[src/rtl/i2c_byte_master.sv]
module i2c_byte_master #(
  parameter int QDIV = 8,
  parameter int TMO  = 4096
) (
  input  logic        clk,
  input  logic        rst_n,
  input  logic        reg_we,
  input  logic [2:0]  reg_addr,
  input  logic [7:0]  reg_wdata,
  output logic [31:0] reg_rdata,
  input  logic        scl_in,
  input  logic        sda_in,
  output logic        scl_pull,
  output logic        sda_pull,
  output logic        irq
);
  localparam int QW = (QDIV > 2) ? $clog2(QDIV) : 1;
  localparam int TW = (TMO > 2) ? $clog2(TMO) : 1;
  localparam logic [2:0] A_CTRL = 3'd0, A_IEN = 3'd1, A_STS = 3'd2, A_CMD = 3'd3, A_BUF = 3'd4;
  localparam int C_START = 0, C_TX = 1, C_RX = 3, C_LAST = 4, C_STOP = 5;

  typedef enum logic [1:0] {P_IDLE, P_START, P_BYTE, P_STOP} phase_t;

  phase_t       phase;
  logic [1:0]   q;
  logic [QW-1:0] qcnt;
  logic [TW-1:0] tcnt;
  logic [3:0]   bitn;
  logic [7:0]   shreg, txb, rxb;
  logic [6:0]   ien, sts, sset;
  logic [5:0]   cmd;
  logic         en, owned, is_tx, is_last, scl_drv, sda_drv;

  logic tick, wait_hi, blocked, adv, cmd_wr, abn, arb, tmo, flush, byte_end, sts_wr;

  assign tick     = (qcnt == QW'(QDIV - 1));
  assign wait_hi  = (phase == P_START && q == 2'd1) || (phase == P_BYTE && q == 2'd2) ||
                    (phase == P_STOP && q == 2'd1);
  assign blocked  = wait_hi && !scl_in;
  assign adv      = tick && !blocked;
  assign cmd_wr   = reg_we && reg_addr == A_CMD && en && phase == P_IDLE && cmd == 6'd0;
  assign abn      = cmd_wr && !reg_wdata[C_START] && !owned &&
                    (reg_wdata[C_TX] || reg_wdata[C_RX] || reg_wdata[C_STOP]);
  assign byte_end = phase == P_BYTE && q == 2'd3 && adv && bitn == 4'd8;
  assign arb      = phase == P_BYTE && q == 2'd3 && adv && bitn < 4'd8 && is_tx && !sda_drv && !sda_in;
  assign tmo      = blocked && tcnt == TW'(TMO - 1);
  assign flush    = arb || tmo;
  assign sts_wr   = reg_we && reg_addr == A_STS;

  assign sset = {tmo, abn, phase == P_STOP && q == 2'd3 && adv, arb,
                 byte_end && !is_tx, byte_end && is_tx && sda_in, byte_end && is_tx && !sda_in};

  assign scl_pull = scl_drv;
  assign sda_pull = sda_drv;
  assign irq      = |(sts & ien);

  always_comb begin
    case (reg_addr)
      A_CTRL:  reg_rdata = {31'd0, en};
      A_IEN:   reg_rdata = {25'd0, ien};
      A_STS:   reg_rdata = {25'd0, sts};
      A_CMD:   reg_rdata = {15'd0, owned, 10'd0, cmd};
      A_BUF:   reg_rdata = {16'd0, rxb, txb};
      default: reg_rdata = 32'd0;
    endcase
  end

  always_ff @(posedge clk or negedge rst_n) begin
    if (!rst_n) begin
      en <= 1'b0; ien <= '0; txb <= '0; sts <= '0;
    end else begin
      if (reg_we && reg_addr == A_CTRL) en <= reg_wdata[0];
      if (reg_we && reg_addr == A_IEN)  ien <= reg_wdata[6:0];
      if (reg_we && reg_addr == A_BUF)  txb <= reg_wdata;
      sts <= (sts & ~(sts_wr ? reg_wdata[6:0] : 7'd0)) | sset;
    end
  end

  always_ff @(posedge clk or negedge rst_n) begin
    if (!rst_n) begin
      qcnt <= '0; tcnt <= '0;
    end else begin
      if (phase == P_IDLE || adv || flush) qcnt <= '0;
      else if (!tick) qcnt <= qcnt + QW'(1);
      if (blocked && !flush) tcnt <= tcnt + TW'(1);
      else tcnt <= '0;
    end
  end

  always_ff @(posedge clk or negedge rst_n) begin
    if (!rst_n) begin
      phase <= P_IDLE; q <= '0; bitn <= '0; shreg <= '0; rxb <= '0; cmd <= '0;
      owned <= 1'b0; is_tx <= 1'b0; is_last <= 1'b0; scl_drv <= 1'b0; sda_drv <= 1'b0;
    end else if (flush) begin
      phase <= P_IDLE; q <= '0; cmd <= '0; owned <= 1'b0; scl_drv <= 1'b0; sda_drv <= 1'b0;
    end else if (cmd_wr) begin
      if (!abn) cmd <= reg_wdata[5:0] & 6'b111011;
    end else begin
      case (phase)
        P_IDLE: if (en && cmd != 6'd0) begin
          q <= '0;
          if (cmd[C_START]) begin
            phase <= P_START;
            sda_drv <= 1'b0;
          end else if (cmd[C_TX] || cmd[C_RX]) begin
            phase <= P_BYTE;
            bitn <= '0;
            is_tx <= cmd[C_TX];
            is_last <= cmd[C_LAST];
            shreg <= cmd[C_TX] ? txb : 8'd0;
            scl_drv <= 1'b1;
          end else begin
            phase <= P_STOP;
            scl_drv <= 1'b1;
            sda_drv <= 1'b1;
          end
        end
        P_START: if (adv) begin
          q <= q + 2'd1;
          case (q)
            2'd0: scl_drv <= 1'b0;
            2'd1: sda_drv <= 1'b1;
            2'd2: scl_drv <= 1'b1;
            default: begin
              owned <= 1'b1;
              cmd[C_START] <= 1'b0;
              phase <= P_IDLE;
            end
          endcase
        end
        P_BYTE: if (adv) begin
          q <= q + 2'd1;
          case (q)
            2'd0: sda_drv <= (bitn < 4'd8) ? (is_tx && !shreg[7]) : (!is_tx && !is_last);
            2'd1: scl_drv <= 1'b0;
            2'd2: ;
            default: begin
              scl_drv <= 1'b1;
              shreg <= {shreg[6:0], sda_in};
              if (bitn == 4'd8) begin
                phase <= P_IDLE;
                if (is_tx) cmd[C_TX] <= 1'b0;
                else begin
                  cmd[C_RX] <= 1'b0;
                  cmd[C_LAST] <= 1'b0;
                  rxb <= shreg;
                end
              end else bitn <= bitn + 4'd1;
            end
          endcase
        end
        P_STOP: if (adv) begin
          q <= q + 2'd1;
          case (q)
            2'd0: scl_drv <= 1'b0;
            2'd1: sda_drv <= 1'b0;
            2'd2: ;
            default: begin
              owned <= 1'b0;
              cmd[C_STOP] <= 1'b0;
              phase <= P_IDLE;
            end
          endcase
        end
        default: phase <= P_IDLE;
      endcase
    end
  end


  disabled_cmd_chk: assert property (@(posedge clk) disable iff (!rst_n)
    (reg_we && reg_addr == A_CMD && !en) |=> cmd == $past(cmd));


  arb_flush_chk: assert property (@(posedge clk) disable iff (!rst_n)
    $rose(sts[3]) |-> (cmd == 6'd0 && !scl_pull && !sda_pull));


  tmo_flush_chk: assert property (@(posedge clk) disable iff (!rst_n)
    $rose(sts[6]) |-> (cmd == 6'd0 && !scl_pull && !sda_pull));


  w1c_clear_chk: assert property (@(posedge clk) disable iff (!rst_n)
    (sts_wr && reg_wdata[6:0] == 7'h7f && phase == P_IDLE) |=> sts == 7'd0);


  sda_steady_chk: assert property (@(posedge clk) disable iff (!rst_n)
    (phase == P_BYTE && q == 2'd3) |-> $stable(sda_pull));
endmodule

[config.mk]
export PLATFORM = sky130hd
export DESIGN_NAME = i2c_byte_master
export DESIGN_NICKNAME = d
export VERILOG_FILES = /design/src/rtl/i2c_byte_master.sv
export SDC_FILE = /design/constraint.sdc
export NUM_CORES = 1
export LEC_CHECK = 0
export BUFFER_PORTS_ARGS = -buffer_cell sky130_fd_sc_hd__buf_2
export CORE_ASPECT_RATIO = 1.5
export CORE_MARGIN = 2
export CORE_UTILIZATION = 50
export CTS_CLUSTER_DIAMETER = 40
export DETAILED_ROUTE_END_ITERATION = 12
export PLACE_DENSITY = 0.7
export SLEW_MARGIN = 20
export SYNTH_ARGS = -nofsm -noshare
export SYNTH_HDL_FRONTEND = slang
export SYNTH_SLANG_ARGS = --single-unit
[constraint.sdc]
create_clock -name clk -period 2.7 [get_ports clk]
set_clock_uncertainty 0.15 [all_clocks]
set_input_delay 0.405 -clock clk [delete_from_list [all_inputs] [get_ports clk]]
set_output_delay 0.405 -clock clk [all_outputs]
set_load 0.03 [all_outputs]
==> flow_summary_export.csv, run 1 <==
group,metric,value,unit
global_routing,gr-usage-met1,24.3,%
detailed_routing,drtIter0Drc,155,
synthesis,synth_edf_count,0,
critical_path,critPathMaxFanout,7,
sta,relSlewSlack,58.3,%
sta,fmax,414,MHz
global_routing,grt.busiest_layer,"met2",
synthesis,synth_area,0.00410,mm^2
synthesis,synth-async-reset-ratio,100,%
sta,worstMarginPinSlew,0.618,ns
critical_path,worstSetupEndpointType,"register",
cts,clock_path_buffers,2,
die,die_w,77.9,um
cts,h-tree-depth,3,
sta,tns,0,ns
synthesis,synthCells,397,
detailed_routing,final_antenna_net_count,0,
global_routing,grt_pass1_vias,3212,
synthesis,yosys_most_used_dff,"dfrtp_1",
detailed_routing,wire_per_inst,18.0,um
global_routing,grt_util_all_layers,23.3,%
cts,clk_latency,0.34,ns
hold_path,worstHoldStart,"reg_wdata[7]",
die,fp.dieArea,0.00895,mm^2
sta,rsz0062_at_grt,"no",
pwr,leakage,2.21,nW
global_routing,grt_start_max_net_pins,57,
status,run_status,"completed",
critical_path,r2r_slack,0.28,ns
critical_path,path_delay_family,"simple AND/OR/NAND/NOR gates",
die,pin_count,51,
synthesis,yosysWarnings,0,
global_routing,gr-usage-met3,4.40,%
hold_path,holdPathStages,2,
sta,drv_slew,0,
critical_path,crit_buf_inv,2,
critical_path,cp_slowest_stage_delay,0.44,ns
pwr,pwr_density_cell,762,mW/mm^2
detailed_routing,drc_errors,0,
synthesis,ys_seq_elements,72,
cells_and_area,final_nets,463,
synthesis,postSynthAreaPerCell,10.3,um^2
critical_path,r2r_end,"shreg[5]",
sta,finalSetupViolCount,0,
cts,path_clk_slew,0.06,ns
placed_design,place.gp.congestion,0.821,
cells_and_area,syn_to_final_growth,13.8,%
sta,hold_viol,0,
hold_path,holdPathEnd,"txb[7]",
die,die_h,115,um
global_routing,grt_pass1_wl,15800,um
placed_design,port_buffers,35,
detailed_routing,vias,3158,
critical_path,reg2regPathDepth,8,
placed_design,place_hpwl,7250,um
critical_path,timing.rr.start,"q[0]",
job,maxCapViolations,0,
cts,numCtsBuffers,9,
cells_and_area,drive_above_1_share,24.2,%
synthesis,seq_area_frac_synth,44.0,%
hold_path,min_path_type,"in2reg",
critical_path,path_cells,"inv_1, ha_1, and4bb_4, nor2_4, o211ai_4, nor2_2, buf_4, mux2_4",
sta,finalCritPeriodShare,89.5,%
critical_path,path_class,"reg2reg",
detailed_routing,wirelength,9840,um
detailed_routing,drt_pass1_iterations,5,
critical_path,start_kind,"register",
cts,cts_root_buffer,"clkbuf_16",
cts,cts_tree,"built",
die,initial_core_util,51.5,%
global_routing,globalRouteOverflowTotal,0,
die,coreArea,0.00796,mm^2
cts,cts_sinks,72,
die,placementRows,40,
detailed_routing,vias_per_cell,5.77,
global_routing,antenna_found_initial,0,
placed_design,dp_slack,0.316,ns
cts,postCtsSetupBuffers,0,
synthesis,ys_types,69,
pwr,vdd_ir_drop_max,468,uV
sta,finalWorstSetupSlack,0.283,ns
critical_path,cp.arrival,2.49,ns
critical_path,slowest_stage,"dfrtp_1",
critical_path,critical_path_required,2.77,ns
global_routing,grt_util_met2,43.0,%
cells_and_area,antenna_cells,0,
sta,fin_crit,2.42,ns
[flip-flops by register name, summed over array words and instances, names as in the netlist, 2 cells and up]
name and count:
bitn 4, tcnt 12, qcnt 3, rxb 8, cmd 5, sts 7, phase 2, shreg 8
txb 8, q 2, ien 7
[repair_timing]
| item | CTS | global route |
|---|---|---|
| hold buffers | 1 | 0 |
| endpoints found under the hold margin | 16 | 0 |
| gates resized for setup | 0 | 0 |
[layout by cell type (no fill, tap or decap), types with 5 or more instances in the layout]
cell        n
and3b_1     5
buf_2      35
buf_4       7
conb_1     15
mux2_4      7
xor2_1      7
and2_1     13
o22ai_1     5
mux2_2     26
a22oi_1     8
mux2i_1     6
o21ai_0    24
nand3_1    14
nor3_1      5
nor2_1     27
clkbuf_16   9
nand4_1     8
ha_1       10
a22o_1      5
nand2_1    53
dfrtp_1    72
inv_1       9
[stage by stage]
stage / hold WS [ns] / std cells / power, W / instance area [um^2] / util (%)
finish: 0.166 / 547 / 0.00355 / 4660 / 58.6
global route: 0.168 / 547 / 0.00373 / 4660 / 58.6
CTS: 0.166 / 547 / 0.00357 / 4660 / 58.6
detailed placement: 0.213 / 530 / 0.00229 / 4340 / 54.5
global placement: 0.200 / 530 / 0.00226 / 4340 / 54.5
floorplan: -0.0406 / 411 / 0.00206 / 4150 / -
[layout make-up]
cell class	instances	area [um^2]
Inverter	9	33.8
Sequential cell	72	1800
Clock inverter	3	65.1
Multi-Input combinational cell	301	2120
Timing Repair Buffer	44	258
Clock buffer	13	250
Tap cell	105	131
Fill cell	664	3300
[synth_stat cells, types with 4 or more instances]
master    number  area [um^2]
dfrtp_1       72         1800
nand2_1       53          199
nor2_1        27          101
mux2_2        26          293
o21ai_0       24          120
buf_4         17          128
nand3_1       14         70.1
and2_1        13         81.3
ha_1          10          125
inv_1          9         33.8
a22oi_1        8         60.1
nand4_1        8         50.1
clkbuf_1       7         26.3
mux2_4         7          105
xor2_1         7         61.3
mux2i_1        6         60.1
a22o_1         5         43.8
and3b_1        5         43.8
nor3_1         5         25.0
o22ai_1        5         31.3
nor3b_1        4         30.0
xnor2_1        4         35.0
[per-layer routing]
layer / share of wire, % / vias to the layer above
met5: 0 / -
met4: 3.7 / 0
met3: 4.1 / 27
met2: 54 / 96
met1: 38 / 1567
li1: - / 1468
[kinds of logic (layout without fill, tap and decap cells)]
logic type                 after synthesis  after routing  share of synthesized area, %
other                                    1             15                        0.0916
xor gates and xnor gates                11             11                          2.35
DFF                                     72             72                          44.0
buffers and inverters                   38             69                          5.50
and+or+nand+nor                        158            158                          21.8
adders and majority gates               10             10                          3.06
muxes                                   40             40                          11.7
AOI/OAI and AO/OA                       67             67                          11.5
[worst max path at each step]
stage,from,end,slack (ns),depth (start not counted)
final,q[0],shreg[5],0.28,8
after global routing,phase[0],cmd[4],0.15,5
after CTS,q[0],shreg[5],0.30,8
after detailed placement,q[0],shreg[5],0.32,8
after global placement,phase[0],cmd[3],0.36,5
after floorplan,reg_addr[1],reg_rdata[2],0.37,4
[worst reg2reg max path, delay by kind of cell, from the launching register on]
kind                       cells  cell delay [ns]
and+or+nand+nor                3             0.69
DFF                            1             0.44
buffers and inverters          2             0.33
muxes                          1             0.31
adders and majority gates      1             0.25
AOI/OAI and AO/OA              1             0.12
[where the power goes]
part	switching (W)	total, W	internal, W
Sequential	0.000196	0.00143	0.00123
Combinational	0.000540	0.000854	0.000314
Clock	0.000437	0.00127	0.000833
Total	0.00117	0.00355	0.00238
Note: power is estimated with default switching activity, not from simulation.
==> run 2, diff against run 1 <==
--- a/config.mk
+++ b/config.mk
@@ -11,7 +11,7 @@
 export CORE_UTILIZATION = 50
 export CTS_CLUSTER_DIAMETER = 40
 export DETAILED_ROUTE_END_ITERATION = 12
-export PLACE_DENSITY = 0.7
+export PLACE_DENSITY = 0.81
 export SLEW_MARGIN = 20
 export SYNTH_ARGS = -nofsm -noshare
 export SYNTH_HDL_FRONTEND = slang
==> flow_summary_export.csv, run 2 (synthesized netlist as in run 1, its figures left out) <==
group,metric,value,unit
critical_path,worstSetupEndpointType,"register",
cells_and_area,final_cell_mix,"dfrtp_1, nand2_1, buf_2",
cells_and_area,syn_to_final_growth,13.2,%
sta,rsz0062_at_grt,"no",
placed_design,port_buffers,35,
cts,clk_latency,0.34,ns
cts,clock_path_buffers,2,
die,coreArea,0.00796,mm^2
job,maxCapViolations,0,
critical_path,cp-endpoint,"shreg[6]",
cells_and_area,antenna_cells,0,
sta,drv_slew,0,
cts,path_clk_slew,0.06,ns
detailed_routing,drt_pass1_iterations,5,
hold_path,min_path_type,"in2reg",
die,pin_count,51,
hold_path,worstHoldStart,"reg_wdata[7]",
sta,worstMarginPinSlew,0.586,ns
global_routing,grt_util_all_layers,22.7,%
critical_path,critPathMaxFanout,7,
cts,numCtsBuffers,9,
global_routing,grt_pass1_vias,3190,
die,die_w,77.9,um
sta,finalSetupViolCount,0,
die,placementRows,40,
critical_path,path_class,"reg2reg",
die,die_h,115,um
cts,h-tree-depth,3,
die,initial_core_util,51.5,%
sta,fin_crit,2.43,ns
cts,postCtsSetupBuffers,0,
cells_and_area,largest_register_ffs,12,
critical_path,r2r_end,"shreg[6]",
cells_and_area,final_nets,462,
detailed_routing,vias_per_cell,5.85,
sta,hold_viol,0,
detailed_routing,drtIter0Drc,234,
detailed_routing,vias,3195,
cells_and_area,drive_above_1_share,24.7,%
cts,cts_root_buffer,"clkbuf_16",
pwr,vdd_ir_drop_max,396,uV
cells_and_area,fill_cells,659,
cells_and_area,final_core_util,58.3,%
die,fp.dieArea,0.00895,mm^2
detailed_routing,wire_per_inst,17.5,um
cts,cts_tree,"built",
critical_path,timing.rr.start,"q[0]",
sta,finalCritPeriodShare,90.1,%
placed_design,place.gp.congestion,0.874,
critical_path,start_kind,"register",
pwr,pwr_density_cell,748,mW/mm^2
cells_and_area,final_common_cell,"dfrtp_1",
global_routing,grt_pass1_wl,15600,um
pwr,leakage,2.20,nW
global_routing,antenna_found_initial,0,
sta,fmax,411,MHz
sta,relSlewSlack,60.5,%
detailed_routing,final_antenna_net_count,0,
status,run_status,"completed",
critical_path,r2r_slack,0.27,ns
detailed_routing,drc_errors,0,
critical_path,critPathLaunch,"q[0]",
detailed_routing,wirelength,9550,um
placed_design,place_hpwl,7010,um
critical_path,critical_path_required,2.77,ns
cts,cts_sinks,72,
critical_path,reg2regPathDepth,8,
global_routing,globalRouteOverflowTotal,0,
sta,tns,0,ns
global_routing,grt_start_max_net_pins,63,
cells_and_area,regMostFlops,"tcnt",
critical_path,cp.arrival,2.51,ns
## run 2: layer usage
layer / wire length (um) / GRT usage [%] / vias up
met1: 3680 / 25.4 / 1562
met4: 440 / 12.5 / 0
met2: 4940 / 39.5 / 125
met3: 483 / 5.73 / 34
li1: - / - / 1474
met5: 0 / 0 / -
## run 2: metrics by stage
| stage | total power [W] | hold slack (ns) | instance area, um^2 | worst slack, ns | instances |
|---|---|---|---|---|---|
| global route | 0.00366 | 0.140 | 4640 | 0.118 | 546 |
| detailed placement | 0.00229 | 0.148 | 4330 | 0.269 | 529 |
| CTS | 0.00349 | 0.138 | 4640 | 0.261 | 546 |
| finish | 0.00347 | 0.148 | 4640 | 0.266 | 546 |
| floorplan | 0.00206 | -0.0406 | 4150 | 0.375 | 411 |
| global placement | 0.00225 | 0.136 | 4330 | 0.363 | 529 |
## run 2: area by class of cell
cell class	count	area [um^2]	share of cell area, %
Tap cell	105	131	2.83
Clock buffer	10	239	5.16
Clock inverter	6	58.8	1.27
Timing Repair Buffer	43	250	5.40
Sequential cell	72	1800	38.9
Inverter	9	33.8	0.729
Multi-Input combinational cell	301	2120	45.7
## run 2: worst min path at each step
| stage | cells after the start | slack (ns) | endpoint |
|---|---|---|---|
| after global routing | 2 | 0.14 | txb[7] |
| after CTS | 2 | 0.14 | txb[7] |
| final | 2 | 0.15 | txb[7] |
| after global placement | 1 | 0.14 | ien[2] |
| after floorplan | 0 | -0.04 | bitn[0] |
| after detailed placement | 1 | 0.15 | ien[2] |
## run 2: worst max-delay path, cell delays in order (launching register included)
cell      delay (ns)
dfrtp_1         0.44
inv_1           0.09
ha_1            0.25
and4bb_4        0.24
nor2_4          0.21
o211ai_4        0.15
nor2_2          0.26
buf_4           0.23
mux2_4          0.30
## run 2: power breakdown
| part | switching [W] | leakage [nW] | internal [W] | total [W] |
|---|---|---|---|---|
| Sequential | 0.000200 | 0.949 | 0.00123 | 0.00143 |
| Combinational | 0.000537 | 1.10 | 0.000314 | 0.000851 |
| Clock | 0.000450 | 0.152 | 0.000734 | 0.00118 |
| Total | 0.00119 | 2.20 | 0.00228 | 0.00347 |
## run 2: timing repair
item | CTS | global route
endpoints found under the hold margin | 10 | 0
gates resized for setup | 0 | 0
hold buffers | 1 | 0
==> run 3, diff against run 2 <==
--- a/config.mk
+++ b/config.mk
@@ -6,12 +6,14 @@
 export NUM_CORES = 1
 export LEC_CHECK = 0
 export BUFFER_PORTS_ARGS = -buffer_cell sky130_fd_sc_hd__buf_2
+export CELL_PAD_IN_SITES_DETAIL_PLACEMENT = 1
+export CELL_PAD_IN_SITES_GLOBAL_PLACEMENT = 1
 export CORE_ASPECT_RATIO = 1.5
 export CORE_MARGIN = 2
-export CORE_UTILIZATION = 50
+export CORE_UTILIZATION = 46
 export CTS_CLUSTER_DIAMETER = 40
 export DETAILED_ROUTE_END_ITERATION = 12
-export PLACE_DENSITY = 0.81
+export PLACE_DENSITY = 0.91
 export SLEW_MARGIN = 20
 export SYNTH_ARGS = -nofsm -noshare
 export SYNTH_HDL_FRONTEND = slang
==> flow_summary_export.csv, run 3 (synthesized netlist as in run 1, its figures left out) <==
group,metric,value,unit
global_routing,globalRouteOverflowTotal,0,
critical_path,slowest_stage,"dfrtp_1",
critical_path,critical_path_required,2.77,ns
cts,clk_latency,0.34,ns
detailed_routing,drc_errors,0,
placed_design,dp_slack,0.272,ns
sta,relSlewSlack,48.1,%
critical_path,crit_buf_inv,2,
cts,numCtsBuffers,9,
detailed_routing,vias,3255,
cells_and_area,regMostFlops,"tcnt",
cts,cts_tree,"built",
global_routing,antenna_found_initial,0,
cts,cts_resized,0,
sta,finalCritPeriodShare,90.5,%
global_routing,grt_pass1_wl,18600,um
critical_path,path_delay_family,"simple AND/OR/NAND/NOR gates",
die,fp.dieArea,0.00969,mm^2
pwr,pwr_density_cell,748,mW/mm^2
sta,tns,0,ns
detailed_routing,drtIter0Drc,154,
detailed_routing,wire_per_inst,21.1,um
die,placementRows,42,
cells_and_area,fill_cells,990,
sta,rsz0062_at_grt,"no",
hold_path,min_path_type,"in2async",
cells_and_area,final_cell_mix,"dfrtp_1, nand2_1, buf_2",
cts,cts_root_buffer,"clkbuf_16",
critical_path,cp.arrival,2.51,ns
cells_and_area,largest_register_ffs,12,
cts,path_clk_slew,0.06,ns
cts,h-tree-depth,3,
detailed_routing,vias_per_cell,5.93,
critical_path,critPathMaxFanout,8,
critical_path,path_cells,"inv_1, ha_1, and4bb_4, nor2_4, o211ai_4, nor2_2, buf_4, mux2_2",
job,maxCapViolations,0,
placed_design,port_buffers,35,
cts,clock_path_buffers,2,
detailed_routing,final_antenna_net_count,0,
cells_and_area,final-seq-area,0.00180,mm^2
die,initial_core_util,46.9,%
sta,drv_slew,0,
critical_path,worstSetupEndpointType,"register",
global_routing,grt_pass1_vias,3569,
global_routing,grt_start_max_net_pins,35,
cells_and_area,final_nets,461,
status,violations,"hold timing",
status,run_status,"finished with violations",
pwr,leakage,2.18,nW
die,pin_count,51,
placed_design,place.gp.congestion,0.881,
critical_path,cp_slowest_stage_delay,0.44,ns
cells_and_area,antenna_cells,0,
pwr,vdd_ir_drop_max,338,uV
cts,postCtsSetupBuffers,0,
critical_path,start_kind,"register",
die,die_w,81.0,um
cells_and_area,multiInputGateArea,0.00212,mm^2
placed_design,place_hpwl,8550,um
sta,fin_crit,2.44,ns
sta,worstMarginPinSlew,0.779,ns
sta,hold_viol,5,
global_routing,grt_util_all_layers,25.8,%
sta,fmax,409,MHz
sta,whs,-0.00800,ns
cells_and_area,final_common_cell,"dfrtp_1",
die,coreArea,0.00872,mm^2
sta,finalWorstSetupSlack,0.257,ns
detailed_routing,wirelength,11600,um
detailed_routing,drt_pass1_iterations,4,
sta,finalSetupViolCount,0,
cells_and_area,drive_above_1_share,24.4,%
cts,holdBufCountCts,0,
cts,cts_sinks,72,
die,die_h,120,um
cells_and_area,syn_to_final_growth,12.5,%
critical_path,path_class,"reg2reg",
-- run 3: cell types whose count changed in the layout (fill, tap and decap cells not counted), sizes merged --
cell | before | now
clkinvlp | 0 | 1
clkbuf | 10 | 12
clkinv | 5 | 2
bufinv | 1 | 0
dlygate4sd3 | 1 | 0
-- run 3: worst paths after layout --
kind                         startpoint  endpoint  slack (ns)  cells past startpoint
max                                q[0]  shreg[7]        0.26                      8
min                               rst_n    ien[2]      -0.008                      1
max reg2reg                        q[0]  shreg[7]        0.26                      8
min reg2reg                     tcnt[0]   tcnt[0]        0.34                      1
max in group asynchronous         rst_n   bitn[3]        1.76                      2
min in group clk           reg_wdata[7]    txb[7]        0.15                      2
-- run 3: routing by layer --
layer  vias up  global-route usage (%)  routed length (um)
li1       1467                       -                   -
met1      1663                    27.4                4280
met2        93                    47.4                6500
met3        32                    4.96                 388
met4         0                    12.1                 416
met5         -                       0                   0
-- run 3: area by class of cell --
class / instances / share of cell area (%)
flip-flops and latches: 72 / 39.1
clock inverters: 3 / 0.380
repair buffers: 42 / 5.21
multi-input cells: 301 / 46.0
well taps: 110 / 2.99
clock buffers: 12 / 5.57
inverters: 9 / 0.733
-- run 3: power breakdown --
group / internal, W / switching [W]
combinational: 0.000318 / 0.000591
sequential: 0.00123 / 0.000197
clock: 0.000663 / 0.000444
total: 0.00221 / 0.00123
-- run 3: through the flow --
step / std cells / instance area, um^2 / hold slack [ns] / total power, W / utilization [%]
finish: 549 / 4610 / -0.00800 / 0.00345 / 52.8
global route: 549 / 4610 / 0.0442 / 0.00363 / 52.8
detailed placement: 534 / 4330 / 0.330 / 0.00233 / 49.7
global placement: 534 / 4330 / 0.320 / 0.00227 / 49.7
CTS: 549 / 4610 / 0.00345 / 0.00347 / 52.8
floorplan: 411 / 4150 / -0.0406 / 0.00206 / -
-- run 3: worst reg2reg max path, stage by stage, from the launching register on --
cell and delay [ns]:
dfrtp_1 0.44, inv_1 0.10, ha_1 0.26, and4bb_4 0.24, nor2_4 0.21, o211ai_4 0.16
nor2_2 0.18, buf_4 0.23, mux2_2 0.35
